File: config.mk
export PLATFORM = sky130hd
export DESIGN_NAME = nand_seq_top
export DESIGN_NICKNAME = d
export VERILOG_FILES = /design/src/rtl/nand_seq_pkg.sv /design/src/rtl/nand_rnb_edge.sv /design/src/rtl/nand_bus_timer.sv /design/src/rtl/nand_seq_ctrl.sv /design/src/rtl/nand_seq_top.sv
export SDC_FILE = /design/constraint.sdc
export NUM_CORES = 1
export LEC_CHECK = 0
export CORE_ASPECT_RATIO = 2
export CORE_UTILIZATION = 25
export DETAILED_ROUTE_END_ITERATION = 6
export PLACE_DENSITY_LB_ADDON = 0.08
export SLEW_MARGIN = 20
export SYNTH_ARGS = -nofsm -noshare
export SYNTH_HDL_FRONTEND = slang
export SYNTH_HIERARCHICAL = 1
export SYNTH_SLANG_ARGS = --single-unit
File: constraint.sdc
create_clock -name clk -period 7.4 [get_ports clk]
set_clock_uncertainty 0.05 [all_clocks]
set_input_delay 1.11 -clock clk [delete_from_list [all_inputs] [get_ports clk]]
set_output_delay 1.11 -clock clk [all_outputs]
set_load 0.005 [all_outputs]
File: src/rtl/nand_seq_pkg.sv
package nand_seq_pkg;

  localparam int ADDR_BITS = 29;

  typedef enum logic [1:0] {
    OPC_RESET  = 2'd0,
    OPC_READID = 2'd1,
    OPC_PAGE   = 2'd2,
    OPC_NONE   = 2'd3
  } host_op_e;

  typedef enum logic [1:0] {
    BUS_CMD  = 2'd0,
    BUS_ADDR = 2'd1,
    BUS_READ = 2'd2
  } bus_kind_e;

  typedef enum logic [1:0] {
    PG_UNKNOWN = 2'd0,
    PG_SMALL   = 2'd1,
    PG_LARGE   = 2'd2
  } page_kind_e;

  localparam logic [7:0] CMD_DEV_RESET = 8'hFF;
  localparam logic [7:0] CMD_PAGE_OPEN = 8'h00;
  localparam logic [7:0] CMD_PAGE_GO   = 8'h30;
  localparam logic [7:0] CMD_IDENT     = 8'h90;

endpackage

File: src/rtl/nand_rnb_edge.sv
module nand_rnb_edge (
  input  logic clk,
  input  logic rst_n,
  input  logic rnb,
  input  logic clr_sw,
  input  logic clr_seq,
  output logic flag
);
  logic [2:0] sync_q, sync_d;
  logic       flag_q, flag_d;
  logic       rise;

  always_comb begin
    sync_d = {sync_q[1:0], rnb};
    rise   = sync_q[1] & ~sync_q[2];
    flag_d = flag_q;
    if (clr_sw || clr_seq) flag_d = 1'b0;
    if (rise)              flag_d = 1'b1;
  end

  always_ff @(posedge clk or negedge rst_n) begin
    if (!rst_n) begin
      sync_q <= 3'b111;
      flag_q <= 1'b0;
    end else begin
      sync_q <= sync_d;
      flag_q <= flag_d;
    end
  end

  assign flag = flag_q;
endmodule

File: src/rtl/nand_bus_timer.sv
module nand_bus_timer
  import nand_seq_pkg::*;
#(
  parameter int TW = 4
) (
  input  logic          clk,
  input  logic          rst_n,
  input  logic          go,
  input  bus_kind_e     go_kind,
  input  logic [7:0]    go_byte,
  input  logic [TW-1:0] t_setup,
  input  logic [TW-1:0] t_width,
  input  logic [TW-1:0] t_hold,
  output logic          idle,
  output logic          cyc_done,
  output logic          cap,
  output logic          cle,
  output logic          ale,
  output logic          we_n,
  output logic          re_n,
  output logic [7:0]    io_out,
  output logic          io_oe
);
  typedef enum logic [1:0] {PH_IDLE, PH_SETUP, PH_ACT, PH_HOLD} phase_e;

  phase_e        ph_q, ph_d;
  logic [TW-1:0] cnt_q, cnt_d;
  bus_kind_e     kind_q, kind_d;
  logic [7:0]    byte_q, byte_d;
  logic          cle_q, ale_q, we_n_q, re_n_q, oe_q;

  always_comb begin
    ph_d   = ph_q;
    cnt_d  = cnt_q;
    kind_d = kind_q;
    byte_d = byte_q;
    unique case (ph_q)
      PH_IDLE: if (go) begin
        kind_d = go_kind;
        byte_d = go_byte;
        if (t_setup != '0) begin
          ph_d  = PH_SETUP;
          cnt_d = t_setup - 1'b1;
        end else begin
          ph_d  = PH_ACT;
          cnt_d = t_width;
        end
      end
      PH_SETUP: if (cnt_q == '0) begin
        ph_d  = PH_ACT;
        cnt_d = t_width;
      end else cnt_d = cnt_q - 1'b1;
      PH_ACT: if (cnt_q == '0) begin
        if (t_hold != '0) begin
          ph_d  = PH_HOLD;
          cnt_d = t_hold - 1'b1;
        end else ph_d = PH_IDLE;
      end else cnt_d = cnt_q - 1'b1;
      PH_HOLD: if (cnt_q == '0) ph_d = PH_IDLE;
               else cnt_d = cnt_q - 1'b1;
      default: ph_d = PH_IDLE;
    endcase
  end

  always_ff @(posedge clk or negedge rst_n) begin
    if (!rst_n) begin
      ph_q   <= PH_IDLE;
      cnt_q  <= '0;
      kind_q <= BUS_CMD;
      byte_q <= '0;
      cle_q  <= 1'b0;
      ale_q  <= 1'b0;
      we_n_q <= 1'b1;
      re_n_q <= 1'b1;
      oe_q   <= 1'b0;
    end else begin
      ph_q   <= ph_d;
      cnt_q  <= cnt_d;
      kind_q <= kind_d;
      byte_q <= byte_d;
      cle_q  <= (ph_d != PH_IDLE) && (kind_d == BUS_CMD);
      ale_q  <= (ph_d != PH_IDLE) && (kind_d == BUS_ADDR);
      we_n_q <= !((ph_d == PH_ACT) && (kind_d != BUS_READ));
      re_n_q <= !((ph_d == PH_ACT) && (kind_d == BUS_READ));
      oe_q   <= (ph_d != PH_IDLE) && (kind_d != BUS_READ);
    end
  end

  assign idle     = (ph_q == PH_IDLE);
  assign cyc_done = ((ph_q == PH_ACT) && (cnt_q == '0) && (t_hold == '0)) ||
                    ((ph_q == PH_HOLD) && (cnt_q == '0));
  assign cap      = (ph_q == PH_ACT) && (cnt_q == '0) && (kind_q == BUS_READ);
  assign cle      = cle_q;
  assign ale      = ale_q;
  assign we_n     = we_n_q;
  assign re_n     = re_n_q;
  assign io_out   = byte_q;
  assign io_oe    = oe_q;
endmodule

File: src/rtl/nand_seq_ctrl.sv
module nand_seq_ctrl
  import nand_seq_pkg::*;
#(
  parameter int SMALL_BYTES = 512,
  parameter int LARGE_BYTES = 2048
) (
  input  logic                 clk,
  input  logic                 rst_n,
  input  logic                 start,
  input  host_op_e             op,
  input  logic [ADDR_BITS-1:0] addr,
  output logic                 busy,
  output logic                 done,
  output logic                 rd_valid,
  input  logic                 rd_ready,
  output logic [7:0]           rd_data,
  output page_kind_e           page_kind,
  output logic                 ce_n,
  output logic                 go,
  output bus_kind_e            go_kind,
  output logic [7:0]           go_byte,
  input  logic                 tmr_idle,
  input  logic                 tmr_done,
  input  logic                 tmr_cap,
  input  logic [7:0]           io_in,
  input  logic                 flag,
  output logic                 seq_clr
);
  localparam int CNT_W = $clog2(LARGE_BYTES + 1);

  typedef enum logic [1:0] {C_IDLE, C_RUN, C_BUS} cstate_e;
  typedef enum logic [2:0] {A_CMD, A_ADDR, A_WAIT, A_READ, A_END} act_e;

  cstate_e              st_q, st_d;
  host_op_e             op_q, op_d;
  logic [ADDR_BITS-1:0] addr_q, addr_d;
  logic [3:0]           step_q, step_d;
  logic [CNT_W-1:0]     rcnt_q, rcnt_d, rd_len;
  logic                 done_q, done_d, ce_q, ce_d, rv_q, rv_d;
  logic [7:0]           rdat_q, rdat_d;
  page_kind_e           pk_q, pk_d;
  act_e                 act;
  logic [7:0]           abyte;

  function automatic page_kind_e classify(input logic [7:0] dev);
    case (dev)
      8'h76:                      return PG_SMALL;
      8'hF1, 8'hD3, 8'hDA, 8'hDC: return PG_LARGE;
      default:                    return PG_UNKNOWN;
    endcase
  endfunction

  // Step program for each operation
  always_comb begin
    act   = A_END;
    abyte = 8'h00;
    rd_len = CNT_W'(4);
    unique case (op_q)
      OPC_RESET: case (step_q)
        4'd0:    begin act = A_CMD; abyte = CMD_DEV_RESET; end
        4'd1:    act = A_WAIT;
        default: act = A_END;
      endcase
      OPC_READID: case (step_q)
        4'd0:    begin act = A_CMD;  abyte = CMD_IDENT; end
        4'd1:    begin act = A_ADDR; abyte = 8'h00; end
        4'd2:    act = A_READ;
        default: act = A_END;
      endcase
      OPC_PAGE: begin
        rd_len = (pk_q == PG_SMALL) ? CNT_W'(SMALL_BYTES) : CNT_W'(LARGE_BYTES);
        case (step_q)
          4'd0:    begin act = A_CMD;  abyte = CMD_PAGE_OPEN; end
          4'd1:    begin act = A_ADDR; abyte = addr_q[7:0]; end
          4'd2:    begin act = A_ADDR; abyte = {4'h0, addr_q[11:8]}; end
          4'd3:    begin act = A_ADDR; abyte = addr_q[19:12]; end
          4'd4:    begin act = A_ADDR; abyte = addr_q[27:20]; end
          4'd5:    begin act = A_ADDR; abyte = {7'h00, addr_q[28]}; end
          4'd6:    begin act = A_CMD;  abyte = CMD_PAGE_GO; end
          4'd7:    act = A_WAIT;
          4'd8:    act = A_READ;
          default: act = A_END;
        endcase
      end
      default: act = A_END;
    endcase
  end

  always_comb begin
    st_d    = st_q;
    op_d    = op_q;
    addr_d  = addr_q;
    step_d  = step_q;
    rcnt_d  = rcnt_q;
    done_d  = 1'b0;
    ce_d    = ce_q;
    rv_d    = rv_q;
    rdat_d  = rdat_q;
    pk_d    = pk_q;
    go      = 1'b0;
    seq_clr = 1'b0;
    if (rv_q && rd_ready) rv_d = 1'b0;
    if (tmr_cap) begin
      rv_d   = 1'b1;
      rdat_d = io_in;
      if (op_q == OPC_READID && rcnt_q == CNT_W'(1)) pk_d = classify(io_in);
    end
    unique case (st_q)
      C_IDLE: if (start && op != OPC_NONE) begin
        op_d    = op;
        addr_d  = addr;
        step_d  = '0;
        rcnt_d  = '0;
        ce_d    = 1'b0;
        seq_clr = 1'b1;
        st_d    = C_RUN;
      end
      C_RUN: case (act)
        A_CMD, A_ADDR: if (tmr_idle) begin
          go   = 1'b1;
          st_d = C_BUS;
        end
        A_WAIT: if (flag) step_d = step_q + 4'd1;
        A_READ: if (tmr_idle && !rv_q) begin
          go   = 1'b1;
          st_d = C_BUS;
        end
        default: if (!rv_q) begin
          done_d = 1'b1;
          ce_d   = 1'b1;
          st_d   = C_IDLE;
        end
      endcase
      C_BUS: if (tmr_done) begin
        st_d = C_RUN;
        if (act == A_READ) begin
          if (rcnt_q == rd_len - 1'b1) begin
            rcnt_d = '0;
            step_d = step_q + 4'd1;
          end else rcnt_d = rcnt_q + 1'b1;
        end else step_d = step_q + 4'd1;
      end
      default: st_d = C_IDLE;
    endcase
  end

  always_ff @(posedge clk or negedge rst_n) begin
    if (!rst_n) begin
      st_q   <= C_IDLE;
      op_q   <= OPC_NONE;
      addr_q <= '0;
      step_q <= '0;
      rcnt_q <= '0;
      done_q <= 1'b0;
      ce_q   <= 1'b1;
      rv_q   <= 1'b0;
      rdat_q <= '0;
      pk_q   <= PG_UNKNOWN;
    end else begin
      st_q   <= st_d;
      op_q   <= op_d;
      addr_q <= addr_d;
      step_q <= step_d;
      rcnt_q <= rcnt_d;
      done_q <= done_d;
      ce_q   <= ce_d;
      rv_q   <= rv_d;
      rdat_q <= rdat_d;
      pk_q   <= pk_d;
    end
  end

  assign busy      = (st_q != C_IDLE);
  assign done      = done_q;
  assign rd_valid  = rv_q;
  assign rd_data   = rdat_q;
  assign page_kind = pk_q;
  assign ce_n      = ce_q;
  assign go_byte   = abyte;
  assign go_kind   = (act == A_CMD) ? BUS_CMD : (act == A_ADDR) ? BUS_ADDR : BUS_READ;
endmodule

File: src/rtl/nand_seq_top.sv
module nand_seq_top
  import nand_seq_pkg::*;
#(
  parameter int TW          = 4,
  parameter int SMALL_BYTES = 512,
  parameter int LARGE_BYTES = 2048
) (
  input  logic                 clk,
  input  logic                 rst_n,
  input  logic                 op_start,
  input  logic [1:0]           op_code,
  input  logic [ADDR_BITS-1:0] op_addr,
  input  logic [TW-1:0]        cfg_setup,
  input  logic [TW-1:0]        cfg_width,
  input  logic [TW-1:0]        cfg_hold,
  output logic                 op_busy,
  output logic                 op_done,
  output logic                 rd_valid,
  input  logic                 rd_ready,
  output logic [7:0]           rd_data,
  output logic [1:0]           page_kind,
  output logic                 rnb_flag,
  input  logic                 rnb_flag_clr,
  output logic                 nf_cle,
  output logic                 nf_ale,
  output logic                 nf_we_n,
  output logic                 nf_re_n,
  output logic                 nf_ce_n,
  output logic [7:0]           nf_io_out,
  output logic                 nf_io_oe,
  input  logic [7:0]           nf_io_in,
  input  logic                 nf_rnb
);
  logic [1:0] rst_sync_q;
  logic       rst_core_n;
  logic       go, tmr_idle, tmr_done, tmr_cap, seq_clr;
  bus_kind_e  go_kind;
  logic [7:0] go_byte;
  page_kind_e pk;

  always_ff @(posedge clk or negedge rst_n) begin
    if (!rst_n) rst_sync_q <= 2'b00;
    else        rst_sync_q <= {rst_sync_q[0], 1'b1};
  end
  assign rst_core_n = rst_sync_q[1];

  nand_seq_ctrl #(.SMALL_BYTES(SMALL_BYTES), .LARGE_BYTES(LARGE_BYTES)) ctrl_i (
    .clk(clk), .rst_n(rst_core_n), .start(op_start), .op(host_op_e'(op_code)),
    .addr(op_addr), .busy(op_busy), .done(op_done), .rd_valid(rd_valid),
    .rd_ready(rd_ready), .rd_data(rd_data), .page_kind(pk), .ce_n(nf_ce_n),
    .go(go), .go_kind(go_kind), .go_byte(go_byte), .tmr_idle(tmr_idle),
    .tmr_done(tmr_done), .tmr_cap(tmr_cap), .io_in(nf_io_in),
    .flag(rnb_flag), .seq_clr(seq_clr)
  );

  nand_bus_timer #(.TW(TW)) tmr_i (
    .clk(clk), .rst_n(rst_core_n), .go(go), .go_kind(go_kind), .go_byte(go_byte),
    .t_setup(cfg_setup), .t_width(cfg_width), .t_hold(cfg_hold),
    .idle(tmr_idle), .cyc_done(tmr_done), .cap(tmr_cap),
    .cle(nf_cle), .ale(nf_ale), .we_n(nf_we_n), .re_n(nf_re_n),
    .io_out(nf_io_out), .io_oe(nf_io_oe)
  );

  nand_rnb_edge rnb_i (
    .clk(clk), .rst_n(rst_core_n), .rnb(nf_rnb), .clr_sw(rnb_flag_clr),
    .clr_seq(seq_clr), .flag(rnb_flag)
  );

  assign page_kind = pk;
endmodule

After elaboration in Yosys (flattened, before gate mapping). Cells that the tools add are included.

Add/sub/neg operators: 6. Equal/unequal tests: 47. Multiplexer cells: 65. Bitwise logic cells: 2. Reductions and logical operators: 48.

Operator list (number): 12-bit two-way mux (6); 4-bit two-way mux (12); 8-bit case mux with 6 select lines (1); 8-bit == test (second input constant) (4); 2-bit two-way mux (15); 12-bit case mux with 2 select lines (1); 8-bit case mux with 3 select lines (1); 3-bit case mux with 3 select lines (2); 4-bit by 3-bit == test with 1-bit output (second input constant) (4); 8-bit two-way mux (2); 4-bit case mux with 4 select lines (1); 1-bit two-way mux (15); 2-bit == test (second input constant) (7); 2-bit inequality test (second input constant) (7); 1-bit logical AND (13); 12-bit by 1-bit adder with 12-bit output (second input constant) (1); 12-bit by 1-bit == test with 1-bit output (second input constant) (1); 12-bit == test (1); 4-bit logical NOT (3); 2-bit case mux with 3 select lines (2); 3-bit case mux with 4 select lines (1); 4-bit case mux with 3 select lines (1); 6-bit AND reduction (2); 2-bit nonzero test (6); other kinds (32) (59).

Bits in registers: 89. Input bits: 57. Output and inout port bits: 28.

Longest topological paths before layout. Gate-level depths: netlist (run 1).

Depth after elaboration: 13. Depth in mapped cells: 13. Mapped depth without buffers: 11.

Hierarchy. The synthesis (run 1) kept the hierarchy.

Modules (own cells, without submodules): nand_seq_ctrl (times used 1, cells each 357, area an instance 3609.7 µm², seq. area each 1555.2 µm²); nand_bus_timer (times used 1, cells each 134, area an instance 1328.8 µm², seq. area each 528.0 µm²); nand_rnb_edge (times used 1, cells each 7, area an instance 127.6 µm², seq. area each 103.8 µm²); nand_seq_top (times used 1, cells each 3, area an instance 53.8 µm², seq. area each 50.0 µm²).

Least setup slack after synthesis (run 1). Ideal clock, no wire load.

Path type: input -> register. From: input cfg_hold[0]. To: register ctrl_i.rcnt_q[8]. Setup time: 0.138 ns. Arrival: 2.973 ns. Data required time: 7.212 ns. Setup slack: 4.239 ns. Stages: 11. Buffers on the path: 0. Cell sequence: inv_1 > ha_1 > nor3b_1 > o211ai_4 > inv_1 > nand2b_1 > o211ai_1 > or4_1 > a31oi_1 > xnor2_1 > nor2_1.

Longest elaborated chain between the ends: 5.

RTL lines: start, declared (RTL line nand_seq_top.sv:15) `input logic [TW-1:0] cfg_hold,`; 4-bit logical NOT (RTL line nand_bus_timer.sv:90) `assign cyc_done = ((ph_q == PH_ACT) && (cnt_q == '0) && (t_hold == '0)) ||`; 1-bit logical AND (RTL line nand_bus_timer.sv:90); 1-bit logical OR (RTL line nand_bus_timer.sv:90); named net tmr_done (RTL line nand_seq_top.sv:36) `logic go, tmr_idle, tmr_done, tmr_cap, seq_clr;`; 2-bit by 1-bit inequality test with 1-bit output (no line); 4-bit AND reduction (no line); end signal, assigned (RTL line nand_seq_ctrl.sv:164) `rcnt_q <= rcnt_d;`; end, declared (RTL line nand_seq_ctrl.sv:38) `logic [CNT_W-1:0] rcnt_q, rcnt_d, rd_len;`.

The timed path passes the listed nets, and every way through them passes these cells. A chain may end at the register's enable or synchronous reset.

Worst setup path after layout (run 1). Same ends and word-level chain as after synthesis.

==> flow_summary.ini, run 1 <==
[cts]
cts-hold-fix-buffers = 0
post-cts-setup-buffer-count = 0
numCtsBuffers = 9
clock_tree_from_tritoncts = built
clockRootBuffer = clkbuf_16
cts.sink_count = 89
clock_tree.buffer_depth = 2
postCtsResizedCells = 0
cts_h_tree_lvls = 3
insertion_delay_ns = 0.35
worst_setup_hold_path_clk_slew_ns = 0.07

[sta]
totalNegativeSetupSlack_ns = 0
fin_crit_ns = 3.96
post-route-period-util = 0.535
clock.fmax_ghz = 0.253
hold_viol_final = 0
maxSlewHeadroom = 0.375
drv_slew = 0
tightest_slew_ns = 0.933
final-setup-viol-count = 0
setup_repair_after_global_routing_missed_its_margin = false

[layout]
synthToLayoutAreaGrowth_pct = 28.4
final_layout_size_suffix_gt1_frac = 0.173
diodes = 0
nNetsFinal = 652
final_util = 0.329

[synthesis]
postSynthCellCount = 501
post-synth-top-area-fraction = 0.396
ys.flop_type = dfrtp_1
ys.warnings.count = 6
postSynthAreaPerCell_um2 = 10.2
netlist_top_cells_area = dfrtp_1 (40%), mux2_2 (11%), dfstp_2 (4.1%)
synth.net_count = 573
post-synth-top-area-cell = dfrtp_1
synth.cell_area_um2 = 5120
async_flop_share = 1.00
synth.lib_cells_used.distinct = 79
seq_area_frac_synth = 0.437
synth_enable_flop_cells = 0
ys_seq_elements = 89

[power_and_ir_drop]
power.ir.vdd_worst_uv = 151
portion_of_total_power_attributed_to_sequential_cells = 0.370
net-switching-power_uw = 824
power.share.combinational = 0.401
switching_share_of_power = 0.372
pwr_density_cell_nw_per_um2 = 337
leakage_uw = 0.00274
cell_internal_pwr_uw = 1390
pwr-share-clk = 0.229

[worst_setup_path]
cpMaxStageDelayCell = or4_1
timing.critical_path.required_ns = 7.56
worstSetupEndpointType = flip-flop
crit_path_max_incr_delay_ns = 0.60
rr_startpoint = ctrl_i/step_q[1]$_DFFE_PN0P_
crit_path_max_fanout = 12
worst_setup_path_startpoint = cfg_hold[0]
arrival_ns = 4.12
critPathMostFrequentCell = inv_1
timing.critical_path.cells = clkdlybuf4s50_1, inv_1, ha_1, nor3b_1, o211ai_4, inv_1, nand2b_1, o211ai_1, or4_1, a31oi_1, xnor2_1, nor2_1
crit_path_start_kind = input pin
worstSetupPathType = in -> reg
r2r_slack_ns = 4.10

[grt]
first_global_vias = 4477
grt_first_pass_wirelength_mm = 23.4
grt_max_degree = 68
grt_use_total = 0.150
grt.overflow.total = 0
grt_antenna_before_repair = 0

[floorplan]
row_count = 73
die_y_um = 204
core_region_area_um2 = 20000
floorplan.initialDensity = 0.256
pin_count = 85
die_area_um2 = 21100
die_x_um = 103

[route]
detailedRoute.firstPassIterationCount = 4
routed-via-count = 4199
drc = 0
final_antenna_net_count = 0
route.detailed.vias_per_inst = 4.96
drt-initial-drc-count = 140
drt_wl_cell_um = 17.3
postRouteWirelength_mm = 14.7

[placement]
numPortBuffers = 84
dp_hpwl_mm = 11.2
place.gp.congestion = 0.812

[run_status]
status = completed

[worst_hold_path]
hold_class = reg -> async

[run]
maxCapViolCount = 0
cell usage after synthesis (all sizes together) (5+ instances only):
cell    count
a21o       11
nor3b       6
nor2b       5
dfstp       8
ha         15
clkbuf      7
xnor2       9
nand2b     13
nor2       29
dfrtp      81
a21oi      19
inv        31
nand3      14
nand2      36
a311oi      5
o211ai      6
mux2       51
buf        15
o22ai       5
a31oi       8
nor3       14
o21ai      24
o31ai       7
final timing paths:
check,endpoint,depth (start not counted)
min,rnb_i/flag$_DFFE_PN0P_,0
min in group clk,rst_sync_q[1]$_DFF_PN0_,0
min reg2reg,rnb_i/flag$_DFFE_PN0P_,0
max reg2reg,tmr_i/cnt_q[3]$_DFFE_PN0P_,10
max in group asynchronous,ctrl_i/rd_data[1]$_DFFE_PN0P_,1
max,ctrl_i/rcnt_q[8]$_DFFE_PN0P_,12
sequential cells by signal, summed over array words and instances (netlist names):
signal and flops:
ctrl_i/addr_q 29, ctrl_i/ce_n 1, ctrl_i/done 1, ctrl_i/op_q 2
ctrl_i/page_kind 2, ctrl_i/rcnt_q 12, ctrl_i/rd_data 8, ctrl_i/rd_valid 1
ctrl_i/st_q 2, ctrl_i/step_q 4, rnb_i/flag 1, rnb_i/sync_q 3
rst_sync_q 2, tmr_i/ale 1, tmr_i/cle 1, tmr_i/cnt_q 4
tmr_i/io_oe 1, tmr_i/io_out 8, tmr_i/kind_q 2, tmr_i/ph_q 2
tmr_i/re_n 1, tmr_i/we_n 1
placed cells by master (no fill, tap or decap), types with 3 or more instances in the layout:
master,Yosys,layout
clkdlybuf4s50_1,0,84
dfrtp_1,81,80
mux2_2,50,50
nand2_1,36,36
inv_1,31,31
nor2_1,29,29
o21ai_0,24,24
a21oi_1,19,19
ha_1,15,15
nor3_1,14,14
nand3_1,14,14
nand2b_1,13,13
a21o_1,11,11
clkbuf_16,0,9
xnor2_1,9,9
a31oi_1,8,8
dfstp_2,8,8
o31ai_1,6,6
buf_4,2,6
nor2b_1,5,5
o22ai_1,5,5
a222oi_1,4,4
nand3b_1,4,4
o211ai_1,4,4
a311oi_1,5,4
nor3b_1,4,4
or2_2,3,3
a221oi_1,3,3
a22oi_1,3,3
o21bai_1,3,3
a21boi_0,3,3
o211a_1,3,3
nor4_1,4,3
or3_1,3,3
a22o_1,3,3
cell type report:
| class | instances | area (µm²) |
|---|---|---|
| inverters | 31 | 116 |
| clock inverters | 6 | 90.1 |
| fillers | 2060 | 13400 |
| clock buffers | 10 | 239 |
| well taps | 262 | 328 |
| flip-flops and latches | 89 | 2240 |
| repair buffers | 90 | 886 |
| multi-input cells | 359 | 2670 |
per-layer routing:
metal | share of wire | GRT usage | vias up
met3 | 0.029 | 0.0209 | 32
li1 | - | - | 1990
met2 | 0.57 | 0.286 | 109
met5 | 0 | 0 | -
met4 | 0.041 | 0.0855 | 0
met1 | 0.36 | 0.148 | 2068
logic make-up (layout without fill, tap and decap cells):
kind of cell               Yosys count  in the layout  share of synthesized area
and+or+nand+nor                    155            155                      0.168
xor gates and xnor gates            10             10                     0.0171
AOI/OAI and AO/OA                  127            127                      0.185
DFF                                 89             89                      0.437
other                                1              1                   0.000732
buffers and inverters               53            137                     0.0435
adders and majority gates           15             15                     0.0367
muxes                               51             51                      0.112
stage by stage:
stage | total power, µW | instances | worst slack (ns) | hold WS (ns) | area [µm²]
after floorplan | 1400 | 501 | 4.24 | 0.281 | 5120
after global placement | 1720 | 831 | 3.12 | 0.174 | 6240
after detailed placement | 1730 | 831 | 3.11 | 0.181 | 6240
after CTS | 2250 | 847 | 3.50 | 0.188 | 6570
after global routing | 2370 | 847 | 3.23 | 0.207 | 6570
final | 2210 | 847 | 3.44 | 0.172 | 6570
power by group through the flow:
stage	logic [µW]	registers (µW)	clock network, µW
final	887	819	506
after global routing	981	847	542
after CTS	901	820	529
after detailed placement	898	827	0
after global placement	888	827	0
after floorplan	659	744	0
worst max-delay path, delay by kind of cell:
| kind | cells | cell delay [ns] |
|---|---|---|
| simple gates | 4 | 1.32 |
| fa+ha+maj | 1 | 0.14 |
| compound gates | 3 | 0.75 |
| buf+inv | 3 | 0.65 |
| xor+xnor | 1 | 0.15 |
(Power assumes the default switching activity.)
==> run 2: changes to the inputs <==
==> constraint.sdc (replaced) <==
create_clock -name clk -period 3.55 [get_ports clk]
set_clock_uncertainty 0.05 [all_clocks]
set_input_delay 0.5325 -clock clk [delete_from_list [all_inputs] [get_ports clk]]
set_output_delay 0.5325 -clock clk [all_outputs]
set_load 0.005 [all_outputs]
==> flow_summary.ini, run 2 (synthesized netlist as in run 1, its figures left out) <==
[run_status]
status = completed

[floorplan]
core_region_area_um2 = 20000
floorplan.initialDensity = 0.256
pin_count = 85
die_y_um = 204
row_count = 73
die_x_um = 103
die_area_um2 = 21100

[layout]
most-common-layout-cells = clkdlybuf4s50_1 (84), dfrtp_1 (80), mux2_2 (50), nand2_1 (36), inv_1 (31)
largest_register_ff_count = 29
reg.largest.list = ctrl_i/addr_q: 29 flops, ctrl_i/rcnt_q: 12 flops
nNetsFinal = 667
largest-register = ctrl_i/addr_q
final_common_cell = clkdlybuf4s50_1
diodes = 0
final_layout_size_suffix_gt1_frac = 0.190
finalInstanceArea_um2 = 6640
synthToLayoutAreaGrowth_pct = 29.8

[worst_setup_path]
crit_path_max_incr_delay_ns = 0.58
worst_r2r_path_depth = 9
worstSetupEndpointType = flip-flop
crit_path_start_kind = flip-flop
cp-endpoint = tmr_i/io_out[3]$_DFFE_PN0P_
arrival_ns = 3.23
end_of_the_worst_register_to_register_path = tmr_i/io_out[3]$_DFFE_PN0P_
worst_setup_path_startpoint = ctrl_i/step_q[0]$_DFFE_PN0P_
cpMaxStageDelayCell = a222oi_1
timing.critical_path.required_ns = 3.73
crit_path_max_fanout = 16
rr_startpoint = ctrl_i/step_q[0]$_DFFE_PN0P_
timing.critical_path.cells = inv_1, ha_1, nor4b_2, a21oi_1, a222oi_1, o211a_1, nor3b_2, buf_4, mux2_2
worstSetupPathType = reg -> reg
r2r_slack_ns = 0.49

[route]
drt-initial-drc-count = 151
postRouteWirelength_mm = 14.9
routed-via-count = 4204
drt_wl_cell_um = 17.3
detailedRoute.firstPassIterationCount = 4
route.detailed.vias_per_inst = 4.88
drc = 0
final_antenna_net_count = 0

[cts]
cts_h_tree_lvls = 3
postCtsResizedCells = 0
post-cts-setup-buffer-count = 0
clock_tree_from_tritoncts = built
clockRootBuffer = clkbuf_16
worst_setup_hold_path_clk_slew_ns = 0.07
clock_tree.buffer_depth = 2
cts.sink_count = 89
insertion_delay_ns = 0.35
cts-hold-fix-buffers = 0
numCtsBuffers = 9

[worst_hold_path]
hold_class = reg -> async

[placement]
place.gp.congestion = 0.826
postPlaceCellArea_um2 = 6350
post-place-ws_ns = 0.303
numPortBuffers = 84
dp_hpwl_mm = 11.8

[sta]
setup_repair_after_global_routing_missed_its_margin = false
maxSlewHeadroom = 0.575
totalNegativeSetupSlack_ns = 0
post-route-period-util = 0.861
drv_slew = 0
final-setup-viol-count = 0
fin_crit_ns = 3.06
worst_setup_slack_after_layout_ns = 0.494
hold_viol_final = 0
tightest_slew_ns = 0.632
clock.fmax_ghz = 0.327

[grt]
grt_first_pass_wirelength_mm = 23.6
grt_max_degree = 45
grt_use_total = 0.150
grt_antenna_before_repair = 0
grt.overflow.total = 0
first_global_vias = 4518

[power_and_ir_drop]
leakage_uw = 0.00280
pwr_density_cell_nw_per_um2 = 691
power.ir.vdd_worst_uv = 285

[run]
maxCapViolCount = 0
-- run 2: cell types whose count changed in the layout (fill, tap and decap cells not counted), sizes merged --
cell / delta
buf: +15
clkinvlp: -1
clkbuf: +4
inv: -1
bufinv: -2
-- run 2: metal layers --
| metal | GRT usage | wire [µm] | vias up |
|---|---|---|---|
| li1 | - | - | 2013 |
| met1 | 0.150 | 5440 | 2071 |
| met2 | 0.295 | 8700 | 100 |
| met3 | 0.0185 | 426 | 20 |
| met4 | 0.0654 | 338 | 0 |
| met5 | 0 | 0 | - |
-- run 2: worst min-delay path by stage --
| stage | end | startpoint |
|---|---|---|
| 2_1_floorplan | rst_sync_q[0]$_DFF_PN0_ | rst_n |
| 3_5_place_dp | rst_sync_q[1]$_DFF_PN0_ | rst_sync_q[0]$_DFF_PN0_ |
| 4_1_cts | rst_sync_q[1]$_DFF_PN0_ | rst_n |
| 6_report | ctrl_i/addr_q[28]$_DFFE_PN0P_ | rst_sync_q[1]$_DFF_PN0_ |
| 3_3_place_gp | rst_sync_q[1]$_DFF_PN0_ | rst_sync_q[0]$_DFF_PN0_ |
| 5_1_grt | rst_sync_q[1]$_DFF_PN0_ | rst_n |
-- run 2: cell type report --
| class | instances | area, µm² |
|---|---|---|
| inverters | 31 | 116 |
| flip-flops and latches | 89 | 2240 |
| clock buffers | 14 | 284 |
| well taps | 262 | 328 |
| repair buffers | 105 | 998 |
| clock inverters | 2 | 10.0 |
| fillers | 2057 | 13400 |
| multi-input cells | 359 | 2670 |
-- run 2: per-stage QoR --
stage           util  total power [µW]  hold WS (ns)  instances
2_1_floorplan      -              2920         0.187        501
3_3_place_gp   0.317              3670         0.294        846
3_5_place_dp   0.317              3680         0.296        846
4_1_cts        0.332              4660         0.280        862
5_1_grt        0.332              4930         0.300        862
6_report       0.332              4590         0.272        862
-- run 2: worst max-delay path, delay by kind of cell (launching register included) --
kind / cells / cell delay (ns)
compound gates: 3 / 0.95
simple gates: 2 / 0.46
flops: 1 / 0.43
buf+inv: 2 / 0.38
mux: 1 / 0.36
fa+ha+maj: 1 / 0.30
-- run 2: report_power, final --
group	total (µW)	internal (µW)	switching [µW]
registers	1700	1370	330
logic	1950	958	990
clock network	946	550	397
